[config.mk]
export PLATFORM = sky130hd
export DESIGN_NAME = ser_reg_bridge
export DESIGN_NICKNAME = d
export VERILOG_FILES = /design/src/rtl/ser_reg_pkg.sv /design/src/rtl/ser_reg_decode.sv /design/src/rtl/ser_rx_holder.sv /design/src/rtl/ser_tx_pulse.sv /design/src/rtl/ser_reg_bridge.sv
export SDC_FILE = /design/constraint.sdc
export NUM_CORES = 1
export LEC_CHECK = 0
export CORE_MARGIN = 1.5
export CORE_UTILIZATION = 32
export DETAILED_ROUTE_END_ITERATION = 6
export PLACE_DENSITY = 0.85
export REMOVE_ABC_BUFFERS = 1
export SLEW_MARGIN = 20
export SYNTH_ARGS = -nofsm -noshare
export SYNTH_HDL_FRONTEND = slang
export SYNTH_SLANG_ARGS = --single-unit
[constraint.sdc]
create_clock -name clk -period 1.85 [get_ports clk]
set_input_delay 0.37 -clock clk [delete_from_list [all_inputs] [get_ports clk]]
set_output_delay 0.37 -clock clk [all_outputs]
set_load 0.03 [all_outputs]
[src/rtl/ser_reg_pkg.sv]
// Shared constants and types for the serial register front-end.
// Assumes a word-addressed window where index = byte address >> 2.
package ser_reg_pkg;

    parameter int BUS_W  = 32;
    parameter int BYTE_W = 8;
    parameter int BE_W   = BUS_W / 8;

    // Register indices; the values matter because software uses them.
    parameter int IDX_TXD  = 0;
    parameter int IDX_RXD  = 1;
    parameter int IDX_STAT = 5;
    parameter int IDX_LAST = 5;   // highest index inside the 0x18 window

    // Status bit positions.
    parameter int STAT_RX_BIT = 0;
    parameter int STAT_TX_BIT = 1;

    // Decoded bus access, one strobe per effect.
    typedef struct packed {
        logic tx_wr;     // write to transmit data
        logic rx_rd;     // read of receive data
        logic st_rd;     // read of status
        logic other_rd;  // valid read returning zero
    } access_t;

endpackage

[src/rtl/ser_reg_decode.sv]
// Address decoder: turns one bus cycle into effect strobes.
// Assumes only full-word accesses are legal; the rest are dropped silently.
module ser_reg_decode
    import ser_reg_pkg::*;
#(
    parameter int ADDR_W = 5
) (
    input  logic              sel,
    input  logic              wr,
    input  logic [ADDR_W-1:0] addr,
    input  logic [BE_W-1:0]   be,
    output access_t           acc
);
    localparam int IDX_W = ADDR_W - 2;

    logic             valid;
    logic [IDX_W-1:0] idx;

    // Decode legality and register index, then raise one strobe.
    always_comb begin
        valid        = sel && (be == {BE_W{1'b1}});
        idx          = addr[ADDR_W-1:2];
        acc          = '0;
        acc.tx_wr    = valid &&  wr && (idx == IDX_W'(IDX_TXD));
        acc.rx_rd    = valid && !wr && (idx == IDX_W'(IDX_RXD));
        acc.st_rd    = valid && !wr && (idx == IDX_W'(IDX_STAT));
        acc.other_rd = valid && !wr && !acc.rx_rd && !acc.st_rd;
    end
endmodule

[src/rtl/ser_rx_holder.sv]
// One-entry receive holder with a full flag.
// Assumes the read-clear strobe comes from a decoded bus read; while full,
// the ready output is low, so an offered byte is left waiting, not dropped.
module ser_rx_holder #(
    parameter int BYTE_W = 8
) (
    input  logic              clk,
    input  logic              rst_n,
    input  logic              in_valid,
    input  logic [BYTE_W-1:0] in_data,
    output logic              in_ready,
    input  logic              rd_clr,
    output logic [BYTE_W-1:0] held,
    output logic              full
);
    logic take;

    // Handshake: accept only while empty.
    always_comb begin
        in_ready = !full;
        take     = in_valid && in_ready;
    end

    // Flag: a take sets it, a read clears it, a take wins on overlap.
    always_ff @(posedge clk) begin
        if (!rst_n)      full <= 1'b0;
        else if (take)   full <= 1'b1;
        else if (rd_clr) full <= 1'b0;
    end

    // Data: capture the byte on a take.
    always_ff @(posedge clk) begin
        if (!rst_n)    held <= '0;
        else if (take) held <= in_data;
    end
endmodule

[src/rtl/ser_tx_pulse.sv]
// Outbound byte emitter: one valid pulse the cycle after a data write.
// Assumes the downstream serial core always takes the byte.
module ser_tx_pulse #(
    parameter int BYTE_W = 8
) (
    input  logic              clk,
    input  logic              rst_n,
    input  logic              wr,
    input  logic [BYTE_W-1:0] wbyte,
    output logic              out_valid,
    output logic [BYTE_W-1:0] out_data
);
    // Pulse register: valid follows the write strobe by one cycle.
    always_ff @(posedge clk) begin
        if (!rst_n) out_valid <= 1'b0;
        else        out_valid <= wr;
    end

    // Data register: load the byte only on a write.
    always_ff @(posedge clk) begin
        if (!rst_n)  out_data <= '0;
        else if (wr) out_data <= wbyte;
    end
endmodule

[src/rtl/ser_reg_bridge.sv]
// Top: register window (tx data, rx data, status) over byte streams.
// Assumes a bus that samples read data one cycle after the request.
// The status register is read-only; writes to it are discarded.
module ser_reg_bridge
    import ser_reg_pkg::*;
#(
    parameter int ADDR_W = 5
) (
    input  logic              clk,
    input  logic              rst_n,
    input  logic              bus_sel,
    input  logic              bus_wr,
    input  logic [ADDR_W-1:0] bus_addr,
    input  logic [BE_W-1:0]   bus_be,
    input  logic [BUS_W-1:0]  bus_wdata,
    output logic [BUS_W-1:0]  bus_rdata,
    output logic              tx_valid,
    output logic [BYTE_W-1:0] tx_data,
    input  logic              rx_valid,
    input  logic [BYTE_W-1:0] rx_data,
    output logic              rx_ready
);
    access_t           acc;
    logic [BYTE_W-1:0] held;
    logic              full;
    logic [BUS_W-1:0]  rd_next;

    ser_reg_decode #(.ADDR_W(ADDR_W)) u_dec (
        .sel  (bus_sel),
        .wr   (bus_wr),
        .addr (bus_addr),
        .be   (bus_be),
        .acc  (acc)
    );

    ser_rx_holder #(.BYTE_W(BYTE_W)) u_rx (
        .clk      (clk),
        .rst_n    (rst_n),
        .in_valid (rx_valid),
        .in_data  (rx_data),
        .in_ready (rx_ready),
        .rd_clr   (acc.rx_rd),
        .held     (held),
        .full     (full)
    );

    ser_tx_pulse #(.BYTE_W(BYTE_W)) u_tx (
        .clk       (clk),
        .rst_n     (rst_n),
        .wr        (acc.tx_wr),
        .wbyte     (bus_wdata[BYTE_W-1:0]),
        .out_valid (tx_valid),
        .out_data  (tx_data)
    );

    // Read mux: select the addressed register, zero otherwise.
    always_comb begin
        rd_next = '0;
        if (acc.rx_rd) begin
            rd_next[BYTE_W-1:0] = held;
        end else if (acc.st_rd) begin
            rd_next[STAT_RX_BIT] = full;
            rd_next[STAT_TX_BIT] = 1'b1;
        end
    end

    // Read data register: present the selected value one cycle later.
    always_ff @(posedge clk) begin
        if (!rst_n) bus_rdata <= '0;
        else        bus_rdata <= rd_next;
    end
endmodule

==> impl_metrics.xml, run 1 <==
<?xml version="1.0" encoding="UTF-8"?>
<metrics>
  <group name="worst_setup_path">
    <metric name="timing.critical_path.slowest_cell_delay" unit="ns">0.66</metric>
    <metric name="reg2reg_depth" unit="">3</metric>
    <metric name="cp.buffers_inverters" unit="">2</metric>
    <metric name="worstSetupEndpointType" unit="">output port</metric>
    <metric name="class_of_the_most_critical_setup_path" unit="">reg -&gt; out</metric>
    <metric name="crit_slowest_cell" unit="">sky130_fd_sc_hd__clkdlybuf4s50_1</metric>
    <metric name="cp_top_family" unit="">buffers and inverters</metric>
    <metric name="cp_cell_sequence" unit="">inv_1 -&gt; clkdlybuf4s50_1</metric>
    <metric name="worst_ep_required_time" unit="ns">1.48</metric>
    <metric name="timing.rr.end" unit="">u_rx.held[6]</metric>
    <metric name="worst-r2r-setup-slack" unit="ns">0.81</metric>
    <metric name="data_arrival_time_of_the_worst_path" unit="ns">1.34</metric>
    <metric name="r2r_start" unit="">u_rx.full</metric>
    <metric name="maximum_fanout_count_along_the_critical_path" unit="">5</metric>
    <metric name="critical_path_cell_count" unit="">2</metric>
    <metric name="critPathLaunchType" unit="">register</metric>
  </group>
  <group name="sta">
    <metric name="final-hold-violation-count" unit="">0</metric>
    <metric name="grt_setup_unrepaired" unit="">false</metric>
    <metric name="whs" unit="ns">0.456</metric>
    <metric name="period_share" unit="%">92.5</metric>
    <metric name="final.setup_skew" unit="ns">0.00118</metric>
    <metric name="fmaxAchievable" unit="MHz">584</metric>
    <metric name="final_critical_path_setup_slack" unit="ns">0.138</metric>
    <metric name="min_period" unit="ns">1.71</metric>
    <metric name="setup_viol" unit="">0</metric>
    <metric name="final_max_slew_viol_count" unit="">0</metric>
  </group>
  <group name="clocking">
    <metric name="numCtsBuffers" unit="">3</metric>
    <metric name="tritoncts" unit="">built</metric>
    <metric name="path_clk_slew" unit="ns">0.09</metric>
    <metric name="clock_path_buffers" unit="">2</metric>
    <metric name="clock_sink_count" unit="">26</metric>
    <metric name="htree_num_levels" unit="">1</metric>
    <metric name="cts_hold_buffers" unit="">0</metric>
    <metric name="post_cts.repair.setup_buffers" unit="">0</metric>
    <metric name="cts_root_buf" unit="">sky130_fd_sc_hd__clkbuf_8</metric>
    <metric name="clk_latency_worst_skew_pair" unit="ns">0.26</metric>
    <metric name="post_cts_resize_count" unit="">0</metric>
  </group>
  <group name="grt">
    <metric name="grt_first_pass_wirelength" unit="µm">3770</metric>
    <metric name="first_global_vias" unit="">860</metric>
    <metric name="grt_max_degree" unit="">18</metric>
    <metric name="globalRoute.totalOverflow" unit="">0</metric>
    <metric name="number_of_antenna_violations_at_the_first_check_in_global_routing" unit="">0</metric>
    <metric name="grt_use_total" unit="%">11.5</metric>
  </group>
  <group name="worst_hold_path">
    <metric name="worst_hold_path_cells" unit="">2</metric>
    <metric name="hold_path_class" unit="">reg -&gt; reg</metric>
    <metric name="worst_hold_path.endpoint" unit="">u_rx.held[2]</metric>
    <metric name="min_from" unit="">u_rx.held[2]</metric>
  </group>
  <group name="placed_design">
    <metric name="placement.io_buffers" unit="">45</metric>
    <metric name="place_congestion" unit="">0.728</metric>
    <metric name="place_worst_setup_slack" unit="ns">0.0113</metric>
    <metric name="estimated_wirelength_of_the_detail_placed_design" unit="µm">1680</metric>
  </group>
  <group name="detailed_routing">
    <metric name="avgRoutedWirePerCell" unit="µm">9.61</metric>
    <metric name="dr.first_iter.drc_count" unit="">11</metric>
    <metric name="route.vias.total" unit="">904</metric>
    <metric name="detail_route_antenna_nets" unit="">0</metric>
    <metric name="route.final.wire_length" unit="µm">2160</metric>
    <metric name="detail_route.drc_violations" unit="">0</metric>
    <metric name="dr.pass1.iters" unit="">3</metric>
    <metric name="vias_per_cell" unit="">4.02</metric>
  </group>
  <group name="finish">
    <metric name="most-common-layout-cells" unit="">sky130_fd_sc_hd__clkdlybuf4s50_1, sky130_fd_sc_hd__nand2_1, sky130_fd_sc_hd__dfxtp_1, sky130_fd_sc_hd__conb_1</metric>
    <metric name="layout-area-overhead-vs-synth" unit="%">42.4</metric>
    <metric name="drive_gt1_share" unit="%">11.2</metric>
    <metric name="antenna_cells_inserted" unit="">0</metric>
    <metric name="mostFrequentLayoutCell" unit="">sky130_fd_sc_hd__clkdlybuf4s50_1</metric>
    <metric name="net_count_of_the_finished_layout" unit="">234</metric>
  </group>
  <group name="yosys">
    <metric name="syn-mean-instance-area" unit="µm²">9.01</metric>
    <metric name="ys_warn_count" unit="">0</metric>
    <metric name="synth_sequential_area_ratio" unit="%">44.1</metric>
    <metric name="synth_top_cell_area_share" unit="%">44.1</metric>
    <metric name="post_synth_instance_area" unit="µm²">1180</metric>
    <metric name="ys_seq_elements" unit="">26</metric>
    <metric name="netlist_top_cells_area" unit="">sky130_fd_sc_hd__dfxtp_1, sky130_fd_sc_hd__buf_4, sky130_fd_sc_hd__nand2_1</metric>
    <metric name="yosysUniqueCellTypes" unit="">20</metric>
    <metric name="syn-instance-count" unit="">131</metric>
    <metric name="yosys.area.top_type" unit="">sky130_fd_sc_hd__dfxtp_1</metric>
  </group>
  <group name="floorplan">
    <metric name="core_region_area" unit="µm²">3440</metric>
    <metric name="starting_density" unit="%">34.3</metric>
    <metric name="area_of_the_die" unit="µm²">4060</metric>
    <metric name="die-width" unit="µm">63.7</metric>
    <metric name="placement_rows" unit="">21</metric>
    <metric name="boundaryPins" unit="">96</metric>
    <metric name="die_height" unit="µm">63.7</metric>
  </group>
  <group name="power">
    <metric name="power.density" unit="nW/µm²">737</metric>
    <metric name="vdd.ir_drop.worst" unit="µV">249</metric>
    <metric name="total_leakage_power" unit="nW">0.646</metric>
  </group>
  <group name="job">
    <metric name="cap_viol_max_count" unit="">0</metric>
  </group>
  <group name="outcome">
    <metric name="run_status" unit="">finished, final reports clean</metric>
  </group>
</metrics>
==> report_power, final <==
group	switching [mW]	internal, mW	leakage, nW	total [mW]
clock network	0.176	0.289	0.0357	0.465
logic	0.116	0.0801	0.399	0.196
registers	0.00650	0.572	0.211	0.578
total	0.298	0.941	0.646	1.24
==> flip-flops by register name, indices dropped and copies added, names as in the netlist <==
register / cells
bus_rdata: 8
u_rx.full: 1
u_rx.held: 8
u_tx.out_data: 8
u_tx.out_valid: 1
==> how the worst max path moves through the flow <==
stage	from	to	slack, ns
2_1_floorplan	bus_addr[3]	u_tx.out_data[0]	-0.36
3_3_place_gp	bus_addr[3]	bus_rdata[5]	0.03
3_5_place_dp	bus_be[2]	u_tx.out_data[5]	0.01
4_1_cts	u_rx.full	rx_ready	0.13
5_1_grt	u_rx.full	rx_ready	0.07
6_report	u_rx.full	rx_ready	0.14
==> worst min-delay path, delay by kind of cell (launching register included) <==
kind	cells	cell delay, ns
DFF	1	0.32
and+or+nand+nor	1	0.05
AOI/OAI and AO/OA	1	0.05
==> routing by layer <==
layer / routed length [µm] / vias to the layer above / global-route usage, %
met3: 112 / 2 / 1.43
met1: 933 / 399 / 15.2
met5: 0 / - / 0
met4: 27 / 0 / 4.62
met2: 1090 / 36 / 18.8
li1: - / 467 / -
==> kinds of logic after synthesis <==
kind of cell	after synthesis	synth area share [%]
simple gates	51	23.2
flops	26	44.1
compound gates	10	4.56
other cells	1	0.318
buf+inv	34	20.1
mux	9	7.64
==> through the flow <==
| step | instances | area, µm² | setup TNS [ns] | util (%) | power, mW |
|---|---|---|---|---|---|
| final | 225 | 1680 | 0 | 48.8 | 1.24 |
| after global routing | 225 | 1680 | 0 | 48.8 | 1.29 |
| after CTS | 225 | 1680 | 0 | 48.8 | 1.25 |
| after detailed placement | 221 | 1610 | 0 | 46.7 | 0.787 |
| after global placement | 221 | 1610 | 0 | 46.7 | 0.785 |
| after floorplan | 123 | 1040 | -2.89 | - | 0.695 |
==> Yosys cell counts (all sizes together) <==
cell    count
a21oi       9
and4        1
buf        28
clkbuf      3
conb        1
dfxtp      26
inv         3
mux2i       9
nand2      32
nand2b      3
nand4       1
nor2        5
nor2b       1
nor3b       6
nor4b       1
o41ai       1
or4         1
==> layout make-up <==
cell class | instances | area [µm²]
inverter | 3 | 13.8
sequential | 26 | 520
clock buffer | 3 | 41.3
tap | 46 | 57.6
multi-input combinational | 94 | 514
timing repair buffer | 52 | 503
fill | 338 | 1760
clock inverter | 1 | 30.0
No activity file was read; power rests on OpenSTA's default activity.
==> inputs of run 2 (changes only) <==
--- a/config.mk
+++ b/config.mk
@@ -6,9 +6,10 @@
 export NUM_CORES = 1
 export LEC_CHECK = 0
 export CORE_MARGIN = 1.5
-export CORE_UTILIZATION = 32
+export CORE_UTILIZATION = 33
+export CTS_BUF_LIST = sky130_fd_sc_hd__clkbuf_2 sky130_fd_sc_hd__clkbuf_4 sky130_fd_sc_hd__clkbuf_8
 export DETAILED_ROUTE_END_ITERATION = 6
-export PLACE_DENSITY = 0.85
+export PLACE_DENSITY = 0.81
 export REMOVE_ABC_BUFFERS = 1
 export SLEW_MARGIN = 20
 export SYNTH_ARGS = -nofsm -noshare
==> impl_metrics.xml, run 2 (synthesis results as in run 1) <==
<?xml version="1.0" encoding="UTF-8"?>
<metrics>
  <group name="sta">
    <metric name="grt_setup_unrepaired" unit="">false</metric>
    <metric name="fmaxAchievable" unit="MHz">565</metric>
    <metric name="setup_viol" unit="">0</metric>
    <metric name="final.setup_skew" unit="ns">0.00237</metric>
    <metric name="final-hold-violation-count" unit="">0</metric>
    <metric name="period_share" unit="%">95.7</metric>
    <metric name="timing.setup.tns" unit="ns">0</metric>
    <metric name="whs" unit="ns">0.464</metric>
    <metric name="final_max_slew_viol_count" unit="">0</metric>
    <metric name="min_period" unit="ns">1.77</metric>
  </group>
  <group name="finish">
    <metric name="post-route-cell-area" unit="µm²">1650</metric>
    <metric name="layout-area-overhead-vs-synth" unit="%">39.4</metric>
    <metric name="mostFrequentLayoutCell" unit="">sky130_fd_sc_hd__clkdlybuf4s50_1</metric>
    <metric name="layout.area.seq" unit="µm²">520</metric>
    <metric name="antenna_cells_inserted" unit="">0</metric>
    <metric name="drive_gt1_share" unit="%">11.2</metric>
    <metric name="fill_cells" unit="">336</metric>
    <metric name="most-common-layout-cells" unit="">sky130_fd_sc_hd__clkdlybuf4s50_1, sky130_fd_sc_hd__nand2_1, sky130_fd_sc_hd__dfxtp_1, sky130_fd_sc_hd__conb_1</metric>
    <metric name="net_count_of_the_finished_layout" unit="">234</metric>
    <metric name="multi_input_comb_area" unit="µm²">514</metric>
    <metric name="reg_top3" unit="">bus_rdata x8, u_rx.held x8, u_tx.out_data x8</metric>
  </group>
  <group name="floorplan">
    <metric name="core_region_area" unit="µm²">3390</metric>
    <metric name="die_height" unit="µm">62.8</metric>
    <metric name="placement_rows" unit="">21</metric>
    <metric name="die-width" unit="µm">62.8</metric>
    <metric name="boundaryPins" unit="">96</metric>
    <metric name="area_of_the_die" unit="µm²">3940</metric>
    <metric name="starting_density" unit="%">34.8</metric>
  </group>
  <group name="grt">
    <metric name="grt_first_pass_wirelength" unit="µm">3710</metric>
    <metric name="grt_use_total" unit="%">11.7</metric>
    <metric name="number_of_antenna_violations_at_the_first_check_in_global_routing" unit="">0</metric>
    <metric name="grt_max_degree" unit="">18</metric>
    <metric name="globalRoute.totalOverflow" unit="">0</metric>
    <metric name="first_global_vias" unit="">848</metric>
  </group>
  <group name="placed_design">
    <metric name="placement.cell_area" unit="µm²">1610</metric>
    <metric name="place_congestion" unit="">0.763</metric>
    <metric name="estimated_wirelength_of_the_detail_placed_design" unit="µm">1700</metric>
    <metric name="placement.io_buffers" unit="">45</metric>
  </group>
  <group name="clocking">
    <metric name="clock_path_buffers" unit="">2</metric>
    <metric name="clk_latency_worst_skew_pair" unit="ns">0.31</metric>
    <metric name="htree_num_levels" unit="">1</metric>
    <metric name="cts_hold_buffers" unit="">0</metric>
    <metric name="clock_sink_count" unit="">26</metric>
    <metric name="cts_root_buf" unit="">sky130_fd_sc_hd__clkbuf_4</metric>
    <metric name="path_clk_slew" unit="ns">0.13</metric>
    <metric name="numCtsBuffers" unit="">3</metric>
    <metric name="post_cts.repair.setup_buffers" unit="">0</metric>
    <metric name="post_cts_resize_count" unit="">0</metric>
    <metric name="tritoncts" unit="">built</metric>
  </group>
  <group name="worst_setup_path">
    <metric name="maximum_fanout_count_along_the_critical_path" unit="">5</metric>
    <metric name="data_arrival_time_of_the_worst_path" unit="ns">1.40</metric>
    <metric name="class_of_the_most_critical_setup_path" unit="">reg -&gt; out</metric>
    <metric name="worstSetupEndpointType" unit="">output port</metric>
    <metric name="cp_cell_sequence" unit="">inv_1 -&gt; clkdlybuf4s50_1</metric>
    <metric name="cp_top_family" unit="">buffers and inverters</metric>
    <metric name="critPathLaunchType" unit="">register</metric>
    <metric name="critical_path_cell_count" unit="">2</metric>
    <metric name="reg2reg_depth" unit="">3</metric>
    <metric name="cp.buffers_inverters" unit="">2</metric>
    <metric name="worst_ep_required_time" unit="ns">1.48</metric>
    <metric name="crit_slowest_cell" unit="">sky130_fd_sc_hd__clkdlybuf4s50_1</metric>
    <metric name="timing.critical_path.slowest_cell_delay" unit="ns">0.66</metric>
  </group>
  <group name="detailed_routing">
    <metric name="avgRoutedWirePerCell" unit="µm">9.55</metric>
    <metric name="route.vias.total" unit="">900</metric>
    <metric name="detail_route_antenna_nets" unit="">0</metric>
    <metric name="detail_route.drc_violations" unit="">0</metric>
    <metric name="route.final.wire_length" unit="µm">2150</metric>
    <metric name="vias_per_cell" unit="">4.00</metric>
    <metric name="dr.first_iter.drc_count" unit="">15</metric>
    <metric name="dr.pass1.iters" unit="">4</metric>
  </group>
  <group name="outcome">
    <metric name="run_status" unit="">finished, final reports clean</metric>
  </group>
  <group name="worst_hold_path">
    <metric name="hold_path_class" unit="">reg -&gt; reg</metric>
    <metric name="worst_hold_path_cells" unit="">2</metric>
  </group>
  <group name="job">
    <metric name="cap_viol_max_count" unit="">0</metric>
  </group>
  <group name="power">
    <metric name="sw_frac_of_total" unit="%">26.7</metric>
    <metric name="switchingPower" unit="mW">0.281</metric>
    <metric name="power.internal" unit="mW">0.773</metric>
    <metric name="seq_power_share" unit="%">55.0</metric>
    <metric name="power.clock.fraction" unit="%">26.5</metric>
    <metric name="total_leakage_power" unit="nW">0.631</metric>
    <metric name="power_frac_comb" unit="%">18.5</metric>
    <metric name="power.density" unit="nW/µm²">641</metric>
    <metric name="vdd.ir_drop.worst" unit="µV">250</metric>
  </group>
</metrics>
-- run 2: cell count changes in the layout (fill, tap and decap cells not counted), sizes merged --
| cell | previous run | this run |
|---|---|---|
| bufinv | 1 | 0 |
| clkbuf | 3 | 4 |
-- run 2: layer usage --
| layer | wire length, µm | vias up | GRT usage [%] |
|---|---|---|---|
| met4 | 0 | 0 | 7.50 |
| met2 | 1160 | 35 | 20.6 |
| met3 | 102 | 0 | 1.26 |
| met1 | 890 | 398 | 13.5 |
| met5 | 0 | - | 0 |
| li1 | - | 467 | - |
-- run 2: power groups by stage --
| stage | sequential, mW | clock, mW | combinational (mW) |
|---|---|---|---|
| detailed placement | 0.592 | 0 | 0.195 |
| global placement | 0.591 | 0 | 0.194 |
| CTS | 0.580 | 0.296 | 0.196 |
| finish | 0.579 | 0.279 | 0.195 |
| floorplan | 0.590 | 0 | 0.105 |
| global route | 0.581 | 0.313 | 0.212 |
-- run 2: path summary, 6_finish.rpt --
check / startpoint / endpoint / slack, ns
setup / recovery: u_rx.full / rx_ready / 0.08
hold / removal: u_rx.held[6] / u_rx.held[6] / 0.46
setup reg to reg: u_rx.full / u_rx.held[1] / 0.81
hold reg to reg: u_rx.held[6] / u_rx.held[6] / 0.46
-- run 2: final cells by class --
class / count / area share [%]
well taps: 46 / 3.50
flip-flops and latches: 26 / 31.6
repair buffers: 52 / 30.6
clock buffers: 4 / 2.21
inverters: 3 / 0.837
multi-input cells: 94 / 31.3
-- run 2: metrics by stage --
stage | instances | worst slack, ns | utilization (%) | total power, mW
after floorplan | 123 | -0.362 | - | 0.695
after global placement | 221 | 0.0292 | 47.5 | 0.785
after detailed placement | 221 | -0.00381 | 47.5 | 0.787
after CTS | 225 | 0.0447 | 48.5 | 1.07
after global routing | 225 | 0.0150 | 48.5 | 1.11
final | 225 | 0.0799 | 48.5 | 1.05
-- run 2: worst register-to-register path: stages, from the launching register on --
cell and delay [ns]:
sky130_fd_sc_hd__dfxtp_1 0.41, sky130_fd_sc_hd__nand2b_1 0.32, sky130_fd_sc_hd__nand2_1 0.09, sky130_fd_sc_hd__a21oi_1 0.15
==> inputs of run 3 (changes only) <==
--- a/config.mk
+++ b/config.mk
@@ -6,10 +6,10 @@
 export NUM_CORES = 1
 export LEC_CHECK = 0
 export CORE_MARGIN = 1.5
-export CORE_UTILIZATION = 33
+export CORE_UTILIZATION = 30
 export CTS_BUF_LIST = sky130_fd_sc_hd__clkbuf_2 sky130_fd_sc_hd__clkbuf_4 sky130_fd_sc_hd__clkbuf_8
 export DETAILED_ROUTE_END_ITERATION = 6
-export PLACE_DENSITY = 0.81
+export PLACE_DENSITY = 0.78
 export REMOVE_ABC_BUFFERS = 1
 export SLEW_MARGIN = 20
 export SYNTH_ARGS = -nofsm -noshare
==> constraint.sdc (replaced) <==
create_clock -name clk -period 1.5 [get_ports clk]
set_input_delay 0.3 -clock clk [delete_from_list [all_inputs] [get_ports clk]]
set_output_delay 0.3 -clock clk [all_outputs]
set_load 0.03 [all_outputs]
==> impl_metrics.xml, run 3 (synthesis results as in run 1) <==
<?xml version="1.0" encoding="UTF-8"?>
<metrics>
  <group name="sta">
    <metric name="min_period" unit="ns">1.45</metric>
    <metric name="final_max_slew_viol_count" unit="">0</metric>
    <metric name="final-hold-violation-count" unit="">0</metric>
    <metric name="grt_setup_unrepaired" unit="">false</metric>
    <metric name="period_share" unit="%">96.8</metric>
    <metric name="setup_viol" unit="">0</metric>
    <metric name="final.setup_skew" unit="ns">0.00204</metric>
    <metric name="whs" unit="ns">0.455</metric>
    <metric name="fmaxAchievable" unit="MHz">689</metric>
  </group>
  <group name="worst_setup_path">
    <metric name="data_arrival_time_of_the_worst_path" unit="ns">1.65</metric>
    <metric name="critPathLaunchType" unit="">input port</metric>
    <metric name="cp.buffers_inverters" unit="">1</metric>
    <metric name="class_of_the_most_critical_setup_path" unit="">in -&gt; reg</metric>
    <metric name="timing.critical_path.slowest_cell_delay" unit="ns">0.57</metric>
    <metric name="maximum_fanout_count_along_the_critical_path" unit="">8</metric>
    <metric name="crit_slowest_cell" unit="">sky130_fd_sc_hd__or4_4</metric>
    <metric name="worst_ep_required_time" unit="ns">1.70</metric>
    <metric name="cp_cell_sequence" unit="">clkdlybuf4s50_1 -&gt; nand2b_4 -&gt; or4_4 -&gt; nor3b_2</metric>
    <metric name="cp_top_family" unit="">simple AND/OR/NAND/NOR gates</metric>
    <metric name="worstSetupEndpointType" unit="">register</metric>
  </group>
  <group name="clocking">
    <metric name="numCtsBuffers" unit="">3</metric>
    <metric name="clock_sink_count" unit="">26</metric>
    <metric name="clock_path_buffers" unit="">2</metric>
    <metric name="path_clk_slew" unit="ns">0.09</metric>
    <metric name="htree_num_levels" unit="">1</metric>
    <metric name="clk_latency_worst_skew_pair" unit="ns">0.26</metric>
    <metric name="cts_root_buf" unit="">sky130_fd_sc_hd__clkbuf_8</metric>
    <metric name="tritoncts" unit="">built</metric>
  </group>
  <group name="floorplan">
    <metric name="die-width" unit="µm">65.7</metric>
    <metric name="die_height" unit="µm">65.7</metric>
    <metric name="area_of_the_die" unit="µm²">4320</metric>
    <metric name="boundaryPins" unit="">96</metric>
    <metric name="starting_density" unit="%">31.8</metric>
    <metric name="placement_rows" unit="">22</metric>
    <metric name="core_region_area" unit="µm²">3720</metric>
  </group>
  <group name="finish">
    <metric name="drive_gt1_share" unit="%">13.7</metric>
    <metric name="net_count_of_the_finished_layout" unit="">238</metric>
    <metric name="layout.area.seq" unit="µm²">520</metric>
    <metric name="most-common-layout-cells" unit="">sky130_fd_sc_hd__nand2_1, sky130_fd_sc_hd__dfxtp_1, sky130_fd_sc_hd__conb_1, sky130_fd_sc_hd__clkdlybuf4s50_1, sky130_fd_sc_hd__dlygate4sd2_1</metric>
    <metric name="antenna_cells_inserted" unit="">0</metric>
    <metric name="reg_top3" unit="">bus_rdata x8, u_rx.held x8, u_tx.out_data x8</metric>
    <metric name="post-route-cell-area" unit="µm²">1700</metric>
    <metric name="fill_cells" unit="">378</metric>
    <metric name="mostFrequentLayoutCell" unit="">sky130_fd_sc_hd__nand2_1</metric>
    <metric name="multi_input_comb_area" unit="µm²">522</metric>
    <metric name="layout-area-overhead-vs-synth" unit="%">43.7</metric>
  </group>
  <group name="worst_hold_path">
    <metric name="hold_path_class" unit="">reg -&gt; reg</metric>
  </group>
  <group name="detailed_routing">
    <metric name="dr.first_iter.drc_count" unit="">23</metric>
    <metric name="route.final.wire_length" unit="µm">2180</metric>
    <metric name="dr.pass1.iters" unit="">4</metric>
    <metric name="vias_per_cell" unit="">4.06</metric>
    <metric name="detail_route.drc_violations" unit="">0</metric>
    <metric name="route.vias.total" unit="">937</metric>
    <metric name="avgRoutedWirePerCell" unit="µm">9.43</metric>
    <metric name="detail_route_antenna_nets" unit="">0</metric>
  </group>
  <group name="placed_design">
    <metric name="estimated_wirelength_of_the_detail_placed_design" unit="µm">1730</metric>
    <metric name="placement.cell_area" unit="µm²">1630</metric>
    <metric name="place_congestion" unit="">0.702</metric>
    <metric name="placement.io_buffers" unit="">45</metric>
  </group>
  <group name="power">
    <metric name="power.clock.fraction" unit="%">37.1</metric>
    <metric name="power.density" unit="nW/µm²">899</metric>
    <metric name="power_frac_comb" unit="%">16.2</metric>
    <metric name="vdd.ir_drop.worst" unit="µV">418</metric>
    <metric name="sw_frac_of_total" unit="%">23.7</metric>
    <metric name="power.internal" unit="mW">1.16</metric>
    <metric name="switchingPower" unit="mW">0.361</metric>
    <metric name="total_leakage_power" unit="nW">0.767</metric>
    <metric name="seq_power_share" unit="%">46.7</metric>
  </group>
  <group name="grt">
    <metric name="grt_use_total" unit="%">10.7</metric>
    <metric name="globalRoute.totalOverflow" unit="">0</metric>
    <metric name="grt_max_degree" unit="">18</metric>
    <metric name="first_global_vias" unit="">832</metric>
    <metric name="number_of_antenna_violations_at_the_first_check_in_global_routing" unit="">0</metric>
    <metric name="grt_first_pass_wirelength" unit="µm">3610</metric>
  </group>
  <group name="job">
    <metric name="cap_viol_max_count" unit="">0</metric>
  </group>
  <group name="outcome">
    <metric name="run_status" unit="">finished, final reports clean</metric>
  </group>
</metrics>
[run 3: cell type report]
type	instances	area share, %
timing repair buffer	56	30.0
tap	48	3.54
sequential	26	30.7
clock buffer	3	2.44
clock inverter	1	1.77
multi-input combinational	94	30.8
inverter	3	0.812
[run 3: power by group through the flow]
| stage | Combinational [mW] | Clock, mW | Sequential [mW] |
|---|---|---|---|
| 2_1_floorplan | 0.129 | 0 | 0.728 |
| 3_3_place_gp | 0.248 | 0 | 0.728 |
| 3_5_place_dp | 0.250 | 0 | 0.728 |
| 4_1_cts | 0.248 | 0.586 | 0.712 |
| 5_1_grt | 0.269 | 0.616 | 0.714 |
| 6_report | 0.247 | 0.566 | 0.712 |
[run 3: path summary, 6_finish.rpt]
path / from / endpoint / slack, ns / cells past startpoint
min: u_rx.held[7] / u_rx.held[7] / 0.45 / 2
max: bus_sel / bus_rdata[3] / 0.05 / 4
max reg2reg: u_rx.full / u_rx.held[1] / 0.45 / 4
min reg2reg: u_rx.held[7] / u_rx.held[7] / 0.45 / 2
[run 3: worst register-to-register path: stages, from the launching register on]
cell                       delay, ns
sky130_fd_sc_hd__dfxtp_1        0.34
sky130_fd_sc_hd__buf_4          0.12
sky130_fd_sc_hd__nand2b_1       0.29
sky130_fd_sc_hd__nand2_1        0.09
sky130_fd_sc_hd__a21oi_1        0.14
[run 3: layer usage]
metal	wire, µm	up-vias	global-route usage (%)
met1	829	415	12.7
met3	153	4	0.685
li1	-	475	-
met5	0	-	0
met2	1150	43	18.9
met4	51	0	6.25
[run 3: through the flow]
stage | setup WS [ns] | util (%) | power [mW] | TNS, ns | cells
3_5_place_dp | -0.299 | 44.0 | 0.978 | -3.66 | 226
2_1_floorplan | -0.642 | - | 0.858 | -5.13 | 123
4_1_cts | 0.0169 | 45.6 | 1.55 | 0 | 231
5_1_grt | 0.00714 | 45.6 | 1.60 | 0 | 231
3_3_place_gp | -0.290 | 44.0 | 0.975 | -3.59 | 226
6_report | 0.0483 | 45.6 | 1.52 | 0 | 231
[run 3: repair_timing]
item                                    4_1_cts  5_1_grt
endpoints found under the setup margin       22        3
resized for setup                            23        1
buffers inserted                              1        0
pin swaps                                     3        1
hold buffers                                  0        0
